<file path="src/rtl/rcs_pkg.sv">
package rcs_pkg;

    localparam int N_EV = 12;
    localparam int EV_W = 4;
    localparam int ST_W = 8;

    // Priority order: lower index wins
    typedef enum logic [EV_W-1:0] {
        EV_POR       = 4'd0,
        EV_BOR       = 4'd1,
        EV_WDT_RST   = 4'd2,
        EV_PIN_SLEEP = 4'd3,
        EV_PIN_RUN   = 4'd4,
        EV_SWRST     = 4'd5,
        EV_STK_FULL  = 4'd6,
        EV_STK_UNDER = 4'd7,
        EV_WDT_WAKE  = 4'd8,
        EV_INT_WAKE  = 4'd9,
        EV_WDT_CLR   = 4'd10,
        EV_SLEEP     = 4'd11,
        EV_NONE      = 4'd12
    } ev_e;

    typedef enum logic [1:0] {
        PC_NONE   = 2'd0,
        PC_RESET  = 2'd1,
        PC_NEXT   = 2'd2,
        PC_VECTOR = 2'd3
    } pc_act_e;

    localparam int B_IPEN = 7;
    localparam int B_SWR  = 4;
    localparam int B_TO   = 3;
    localparam int B_PD   = 2;
    localparam int B_PON  = 1;
    localparam int B_BRN  = 0;

    localparam logic [ST_W-1:0] PON_VALUE = 8'h1C;
    localparam logic [ST_W-1:0] WR_MASK   = 8'h93;
    localparam logic [ST_W-1:0] IMPL_MASK = 8'h9F;

    typedef struct packed {
        logic [ST_W-1:0] status;
        logic            stk_full;
        logic            stk_under;
        pc_act_e         pc_act;
        logic            vec_hi;
    } rcs_state_t;

    localparam rcs_state_t STATE_RESET = '{
        status:    PON_VALUE,
        stk_full:  1'b0,
        stk_under: 1'b0,
        pc_act:    PC_NONE,
        vec_hi:    1'b0
    };

endpackage

</file>
<file path="src/rtl/rcs_event_select.sv">
module rcs_event_select
    import rcs_pkg::*;
(
    input  logic [N_EV-1:0] ev_vec,
    output ev_e             sel
);
    always_comb begin
        sel = EV_NONE;
        for (int i = N_EV - 1; i >= 0; i--) begin
            if (ev_vec[i]) begin
                sel = ev_e'(i[EV_W-1:0]);
            end
        end
    end
endmodule

</file>
<file path="src/rtl/rcs_flag_update.sv">
module rcs_flag_update
    import rcs_pkg::*;
(
    input  ev_e             sel,
    input  logic [ST_W-1:0] status_q,
    input  logic            stk_full_q,
    input  logic            stk_under_q,
    input  logic            wr_en,
    input  logic [ST_W-1:0] wr_data,
    output logic [ST_W-1:0] status_nx,
    output logic            stk_full_nx,
    output logic            stk_under_nx
);
    always_comb begin
        status_nx    = status_q;
        stk_full_nx  = stk_full_q;
        stk_under_nx = stk_under_q;
        case (sel)
            EV_POR: begin
                status_nx    = PON_VALUE;
                stk_full_nx  = 1'b0;
                stk_under_nx = 1'b0;
            end
            EV_BOR: begin
                status_nx[B_IPEN] = 1'b0;
                status_nx[B_SWR]  = 1'b1;
                status_nx[B_TO]   = 1'b1;
                status_nx[B_PD]   = 1'b1;
                status_nx[B_BRN]  = 1'b0;
            end
            EV_WDT_RST: begin
                status_nx[B_TO] = 1'b0;
                status_nx[B_PD] = 1'b1;
            end
            EV_PIN_SLEEP: begin
                status_nx[B_IPEN] = 1'b0;
                status_nx[B_TO]   = 1'b1;
                status_nx[B_PD]   = 1'b0;
            end
            EV_PIN_RUN: begin
                status_nx[B_IPEN] = 1'b0;
            end
            EV_SWRST: begin
                status_nx[B_IPEN] = 1'b0;
                status_nx[B_SWR]  = 1'b0;
            end
            EV_STK_FULL: begin
                status_nx[B_IPEN] = 1'b0;
                stk_full_nx       = 1'b1;
            end
            EV_STK_UNDER: begin
                status_nx[B_IPEN] = 1'b0;
                stk_under_nx      = 1'b1;
            end
            EV_WDT_WAKE, EV_INT_WAKE: begin
                status_nx[B_TO] = 1'b0;
                status_nx[B_PD] = 1'b0;
            end
            EV_WDT_CLR: begin
                status_nx[B_TO] = 1'b1;
                status_nx[B_PD] = 1'b1;
            end
            EV_SLEEP: begin
                status_nx[B_TO] = 1'b1;
                status_nx[B_PD] = 1'b0;
            end
            default: begin
                if (wr_en) begin
                    status_nx = (status_q & ~WR_MASK) | (wr_data & WR_MASK);
                end
            end
        endcase
        status_nx = status_nx & IMPL_MASK;
    end
endmodule

</file>
<file path="src/rtl/rcs_resume_ctrl.sv">
module rcs_resume_ctrl
    import rcs_pkg::*;
(
    input  ev_e     sel,
    input  logic    gie_set,
    input  logic    int_high,
    output pc_act_e act_nx,
    output logic    vec_hi_nx
);
    always_comb begin
        act_nx    = PC_NONE;
        vec_hi_nx = 1'b0;
        case (sel)
            EV_POR, EV_BOR, EV_WDT_RST, EV_PIN_SLEEP, EV_PIN_RUN,
            EV_SWRST, EV_STK_FULL, EV_STK_UNDER: act_nx = PC_RESET;
            EV_WDT_WAKE: act_nx = PC_NEXT;
            EV_INT_WAKE: begin
                if (gie_set) begin
                    act_nx    = PC_VECTOR;
                    vec_hi_nx = int_high;
                end else begin
                    act_nx = PC_NEXT;
                end
            end
            default: act_nx = PC_NONE;
        endcase
    end
endmodule

</file>
<file path="src/rtl/rcs_reset_cause.sv">
module rcs_reset_cause
    import rcs_pkg::*;
#(
    parameter int              VEC_W  = 21,
    parameter logic [VEC_W-1:0] HI_VEC = 21'h000008,
    parameter logic [VEC_W-1:0] LO_VEC = 21'h000018
) (
    input  logic             clk,
    input  logic             rst_n,
    input  logic             por_ev,
    input  logic             bor_ev,
    input  logic             wdt_rst_ev,
    input  logic             pin_sleep_ev,
    input  logic             pin_run_ev,
    input  logic             swrst_ev,
    input  logic             stk_full_ev,
    input  logic             stk_under_ev,
    input  logic             wdt_wake_ev,
    input  logic             int_wake_ev,
    input  logic             wdt_clr_ev,
    input  logic             sleep_ev,
    input  logic             gie_set,
    input  logic             int_high,
    input  logic             wr_en,
    input  logic [7:0]       wr_data,
    output logic [7:0]       status,
    output logic             stk_full_flag,
    output logic             stk_under_flag,
    output logic [1:0]       pc_act,
    output logic [VEC_W-1:0] vec_addr
);
    rcs_state_t state_d, state_q;

    logic [N_EV-1:0] ev_vec;
    ev_e             sel;
    logic [ST_W-1:0] status_nx;
    logic            stk_full_nx;
    logic            stk_under_nx;
    pc_act_e         act_nx;
    logic            vec_hi_nx;

    assign ev_vec = {sleep_ev, wdt_clr_ev, int_wake_ev, wdt_wake_ev,
                     stk_under_ev, stk_full_ev, swrst_ev, pin_run_ev,
                     pin_sleep_ev, wdt_rst_ev, bor_ev, por_ev};

    rcs_event_select u_sel (
        .ev_vec (ev_vec),
        .sel    (sel)
    );

    rcs_flag_update u_flags (
        .sel          (sel),
        .status_q     (state_q.status),
        .stk_full_q   (state_q.stk_full),
        .stk_under_q  (state_q.stk_under),
        .wr_en        (wr_en),
        .wr_data      (wr_data),
        .status_nx    (status_nx),
        .stk_full_nx  (stk_full_nx),
        .stk_under_nx (stk_under_nx)
    );

    rcs_resume_ctrl u_resume (
        .sel       (sel),
        .gie_set   (gie_set),
        .int_high  (int_high),
        .act_nx    (act_nx),
        .vec_hi_nx (vec_hi_nx)
    );

    always_comb begin
        state_d           = state_q;
        state_d.status    = status_nx;
        state_d.stk_full  = stk_full_nx;
        state_d.stk_under = stk_under_nx;
        state_d.pc_act    = act_nx;
        state_d.vec_hi    = vec_hi_nx;
    end

    always_ff @(posedge clk or negedge rst_n) begin
        if (!rst_n) begin
            state_q <= STATE_RESET;
        end else begin
            state_q <= state_d;
        end
    end

    assign status         = state_q.status;
    assign stk_full_flag  = state_q.stk_full;
    assign stk_under_flag = state_q.stk_under;
    assign pc_act         = state_q.pc_act;
    assign vec_addr       = (state_q.pc_act == PC_VECTOR)
                          ? (state_q.vec_hi ? HI_VEC : LO_VEC) : '0;
endmodule

</file>
<file path="config.mk">
export PLATFORM = sky130hd
export DESIGN_NAME = rcs_reset_cause
export DESIGN_NICKNAME = d
export VERILOG_FILES = /design/src/rtl/rcs_pkg.sv /design/src/rtl/rcs_event_select.sv /design/src/rtl/rcs_flag_update.sv /design/src/rtl/rcs_resume_ctrl.sv /design/src/rtl/rcs_reset_cause.sv
export SDC_FILE = /design/constraint.sdc
export NUM_CORES = 1
export LEC_CHECK = 0
export ABC_AREA = 1
export BUFFER_PORTS_ARGS = -buffer_cell sky130_fd_sc_hd__buf_2
export CAP_MARGIN = 10
export CORE_MARGIN = 5
export CORE_UTILIZATION = 43
export CTS_CLUSTER_SIZE = 14
export DETAILED_ROUTE_END_ITERATION = 6
export HOLD_SLACK_MARGIN = 0.06
export PLACE_DENSITY_LB_ADDON = 0.3
export SLEW_MARGIN = 5
export SYNTH_ARGS = -nofsm -noshare
export SYNTH_HDL_FRONTEND = slang
export SYNTH_SLANG_ARGS = --single-unit
</file>
<file path="constraint.sdc">
create_clock -name clk -period 1.1 [get_ports clk]
set_input_delay 0.165 -clock clk [delete_from_list [all_inputs] [get_ports clk]]
set_output_delay 0.165 -clock clk [all_outputs]
set_load 0.02 [all_outputs]
</file>
==> out/metrics.csv, run 1 <==
metric,value,unit
status,finished with violations,
ff2ff_setup_slack,0.19,ns
critPathMaxStageDelay,0.25,ns
drive_above_1_share,49.72,%
area_growth_syn_to_layout,35.42,%
critPathKind,primary input to register,
grt_pass1_wl,3194,um
htreeDepth,1,
rows,17,
min-delay-start,int_high,
clkTransAtPathRegs,0.07,ns
worstReg2RegEnd,status[3],
synth_seq_area_share,28.52,%
finClkSkew,0,ns
rsz0062_at_grt,true,
worstPathArrival,1.42,ns
slowest_stage,or2_4,
r2r.worst_path.cells,3,
antenna_found_initial,0,
cp.required,1.31,ns
finalSetupViolCount,5,
cp-start-kind,primary input,
hold_path_end,state_q[0],
wl_per_cell,10.24,um
power.density,762.5,mW/mm^2
ir_drop,339.4,uV
ys_warn_count,0,
synth-async-reset-ratio,100.0,%
fin_nets,203,
routed_wl,2099,um
clockBufferDepth,2,
grt_max_degree,12,
power.total,1010,uW
synth_seq_cells,11,
clkSinkCount,11,
path_max_fanout,3,
root_buffer,clkbuf_4,
fin_crit_sh,109.9,%
failed_checks,setup timing,
via_per_inst,4.361,
start_util,44.66,%
maxSlewViolCount,0,
comb_power_share,31.5,%
core_area,0.002191,mm^2
track_usage,11.84,%
clk_latency,0.26,ns
synth_largest_type_area_fraction,22.25,%
synthCells,132,
portBuffers,32,
netlist_top_cells_count,"29 x buf_4, 28 x nand2_1, 18 x inv_1, 11 x nor2_1, 8 x dfrtp_1",
hpwl,1695,um
worst_slack,-0.1085,ns
cts_tree,done,
gr-total-overflow,0,
via_count,894,
yosysTopAreaCell,buf_4,
p_int,676.4,uW
cap_violations,0,
synth_ff_type,dfrtp_1,
p_leak,0.0007094,uW
final_util,60.48,%
cp_cell_sequence,buf_6 > or2_4 > nor3_4 > nor2_4 > or2_4 > nor2_8 > nand2_1 > nand2_2 > nand2_1 > nand2_1 > nand2_1 > nand2_1,
path_buf_inv,1,
fin_crit,1.209,ns
synth_area_leaders,"buf_4 22%, dfrtp_1 20%, nand2_1 11%, dfstp_2 8.1%, inv_1 6.9%",
firstDrtPassIters,5,
cts_buffers,3,
ant_nets,0,
route.detailed.drc,0,
grt_pass1_vias,802,
crit_family,simple AND/OR/NAND/NOR gates,
hold_path_class,primary input to register,
finalHoldViolCount,0,
synth_cell_types,26,
p_sw,333.9,uW
place.gp.congestion,0.8366,
netlist_area,978.4,um^2
switching_share,33.05,%
die_area,0.003329,mm^2
synth_edf_count,0,
seqPwrFrac,42.3,%
io_pins,58,
drt_iter0_drc,7,
yosysMostFrequentCell,buf_4,
die_y,57.70,um
regToRegStartpoint,status[3],
avgSynthCellArea,7.412,um^2
pwr-share-clk,26.2,%
dp_slack,-0.3775,ns
antennaDiodeCount,0,
endpoint_kind,register,
critPathMostFrequentCell,nand2_1,
fmax,827.4,MHz
chipWidth,57.70,um
min_path_cells,3,
==> layout by cell type (no fill, tap or decap), types with 2 or more instances in the layout <==
master	instances
a21oi_1	2
buf_4	16
buf_6	7
nor3_4	2
or2_4	2
a21oi_2	2
nand2_1	24
buf_2	26
nand2_2	5
conb_1	21
dfrtp_1	8
dfstp_2	3
o21ai_0	2
inv_2	5
clkbuf_4	3
inv_1	17
nor2_1	7
nand3_2	5
nand3_1	2
nor2_4	6
==> power groups by stage <==
stage	Clock, uW	Combinational, uW	Sequential, uW
after global placement	0	266	433
after floorplan	0	241	433
after CTS	277	287	426
after global routing	300	349	429
after detailed placement	0	269	433
final	264	319	427
==> layer usage <==
metal,up-vias,share of wire (%),track usage [%]
met5,-,0,0
met4,0,1.5,5.960
met3,4,8.9,1.336
met2,49,53,21.29
met1,392,37,13.70
li1,449,-,-
==> cell type report <==
class | instances | area (um^2)
Clock buffer | 4 | 26.28
Fill cell | 214 | 865.8
Inverter | 22 | 82.58
Multi-Input combinational cell | 90 | 563.0
Sequential cell | 11 | 279.0
Tap cell | 28 | 35.03
Timing Repair Buffer | 50 | 339.1
==> logic make-up (layout without fill, tap and decap cells) <==
kind of cell	after synthesis	in the layout	synth area share, %
other	1	21	0.3833
flip-flops	11	11	28.52
AO/OA/AOI/OAI	11	11	7.417
AND/OR/NAND/NOR	58	58	32.99
buffers and inverters	51	76	30.69
==> state kept, by name, indices dropped and copies added, names as in the netlist <==
register	count
status	6
stk_full_flag	1
stk_under_flag	1
state_q	1
pc_act	2
==> worst max path at each step <==
stage / from / endpoint / slack (ns) / cells past startpoint
2_1_floorplan: wdt_clr_ev / status[4] / -0.24 / 10
3_3_place_gp: wdt_clr_ev / status[4] / -0.36 / 10
3_5_place_dp: wdt_clr_ev / status[4] / -0.38 / 12
4_1_cts: wdt_clr_ev / status[4] / -0.10 / 12
5_1_grt: wdt_clr_ev / status[4] / -0.21 / 10
6_report: wdt_clr_ev / status[4] / -0.11 / 12
==> metrics by stage <==
step	cell area [um^2]	std cells	TNS, ns	hold WS [ns]
3_5_place_dp	1134	196	-3.583	0.04575
3_3_place_gp	1134	196	-3.107	0.04265
2_1_floorplan	1059	152	-0.9280	-0.1306
5_1_grt	1325	205	-0.8673	0.1280
4_1_cts	1210	202	-0.2111	0.1015
6_report	1325	205	-0.1932	0.1064
==> tightest hold or removal path, cell delays in order <==
cell and delay (ns):
buf_2 0.10, inv_1 0.04, nor2_1 0.03
==> timing repair <==
item	CTS	global route
buffers inserted	1	3
resized for setup	10	23
hold buffers	1	0
pin swaps	1	9
endpoints found under the hold margin	11	0
setup endpoints to repair	12	15
No activity file was read; power rests on OpenSTA's default activity.
==> inputs of run 2 (changes only) <==
CORE_UTILIZATION = 39   (was 43)
MAX_ROUTING_LAYER = met4   (was unset)
REMOVE_ABC_BUFFERS = 1   (was unset)
clock period = 1 ns   (was 1.1 ns; I/O delays follow)
==> run 2 against run 1 <==
  * The run still ends with setup timing left
  * Final area is 9.4% higher
  * Register-to-register slack got worse by 0.10 ns
  * Combinational power rose by 21%
  * Sequential power grew 10%
  * First-iteration DRC count rose by 57%
  * Hold slack worse by 0.011 ns
  * Critical path depth shrank 2
  * Largest cell class unchanged
==> out/metrics.csv, run 2 (synthesis results as in run 1) <==
metric,value,unit
fin_crit_sh,120.2,%
drive_above_1_share,54.35,%
area_growth_syn_to_layout,48.21,%
failed_checks,setup timing,
hold_path_end,state_q[0],
layout_common_cells,"24 x nand2_1, 24 x buf_2, 21 x conb_1",
place.gp.congestion,0.7724,
power.density,811.1,mW/mm^2
die_area,0.003611,mm^2
p_leak,0.0007611,uW
ff2ff_setup_slack,0.09,ns
portBuffers,32,
dp_slack,-0.4928,ns
clkTransAtPathRegs,0.08,ns
via_count,906,
grt_pass1_vias,882,
chipWidth,60.09,um
worst_slack,-0.2024,ns
finClkSkew,0,ns
final_util,59.62,%
fin_nets,210,
dpl_cell_area,0.001159,mm^2
largest_reg_flops,6,
route.detailed.drc,0,
clk_latency,0.27,ns
htreeDepth,1,
min-delay-start,int_high,
rows,18,
hold_path_class,primary input to register,
finalSetupViolCount,15,
fin_crit,1.202,ns
path_max_fanout,3,
cts_tree,done,
drt_iter0_drc,11,
track_usage,13.23,%
root_buffer,clkbuf_4,
r2r.worst_path.cells,3,
regToRegStartpoint,status[3],
critPathMaxStageDelay,0.26,ns
min_path_cells,3,
critPathKind,primary input to register,
setup-tns-final,-1.515,ns
clkSinkCount,11,
status,finished with violations,
routed_wl,2417,um
power.total,1176,uW
io_pins,58,
cp-start-kind,primary input,
endpoint_kind,register,
core_area,0.002432,mm^2
grt_pass1_wl,3650,um
ir_drop,585.4,uV
ant_nets,0,
via_per_inst,4.234,
finalHoldViolCount,0,
cp_cell_sequence,buf_6 > or2_4 > nor3_4 > nor2_2 > or2_4 > nor2_8 > nand4_4 > a21oi_2 > nand2_1 > nand2_1,
wl_per_cell,11.29,um
worstReg2RegEnd,status[3],
die_y,60.09,um
cp.required,1.22,ns
cap_violations,0,
clockBufferDepth,2,
worstPathArrival,1.42,ns
firstDrtPassIters,4,
cts_buffers,3,
rsz0062_at_grt,true,
antenna_found_initial,0,
design_area,0.001450,mm^2
antennaDiodeCount,0,
start_util,40.23,%
gr-total-overflow,0,
maxSlewViolCount,0,
fmax,831.6,MHz
grt_max_degree,12,
slowest_stage,or2_4,
hpwl,1766,um
## run 2: cell types whose count changed in the layout (fill, tap and decap cells not counted), moves of 2 or more
| cell | delta |
|---|---|
| buf_4 | +4 |
| nor2_4 | -2 |
| nor2_2 | +2 |
| nand3_4 | +2 |
| nand3_1 | -2 |
| buf_6 | +4 |
| buf_2 | -2 |
## run 2: worst max-delay path by stage
stage	start	end	slack [ns]	cells past startpoint
global route	wdt_clr_ev	status[4]	-0.27	10
finish	wdt_clr_ev	status[4]	-0.20	10
floorplan	wdt_clr_ev	status[4]	-0.33	10
CTS	wdt_clr_ev	status[4]	-0.20	10
global placement	wdt_clr_ev	status[4]	-0.44	11
detailed placement	wdt_clr_ev	status[4]	-0.49	10
## run 2: stage by stage
stage	cells	hold WS, ns
3_3_place_gp	200	0.03234
2_1_floorplan	123	-0.1456
6_report	214	0.09508
4_1_cts	210	0.09136
5_1_grt	214	0.1114
3_5_place_dp	200	0.03985
## run 2: worst max-delay path: cells and delay by family
kind                   cells  cell delay [ns]
AND/OR/NAND/NOR            8             1.04
buffers and inverters      1             0.09
AO/OA/AOI/OAI              1             0.14
## run 2: power breakdown
group / leakage, uW / switching (uW) / internal, uW / total [uW]
clock: 0.0000150 / 166 / 154 / 320
sequential: 0.000138 / 8.06 / 462 / 470
combinational: 0.000608 / 240 / 146 / 386
total: 0.000761 / 414 / 762 / 1180
## run 2: routing by layer
layer  GRT usage [%]  vias up  share of wire (%)
li1                -      459                  -
met1           14.90      403                 37
met2           25.15       40                 54
met3           1.512        4                8.0
met4           1.899        0                1.1
met5               -        -                  0
## run 2: area by class of cell
cell class / count / area, um^2
Sequential cell: 11 / 279.0
Tap cell: 30 / 37.54
Timing Repair Buffer: 57 / 424.2
Multi-Input combinational cell: 90 / 598.1
Fill cell: 218 / 982.2
Inverter: 22 / 85.08
Clock buffer: 4 / 26.28
## run 2: repair_timing
item | 4_1_cts | 5_1_grt
endpoints found under the hold margin | 11 | 0
setup buffers | 6 | 6
setup endpoints to repair | 15 | 17
resized for setup | 34 | 15
hold buffers | 1 | 0
pin swaps | 10 | 8
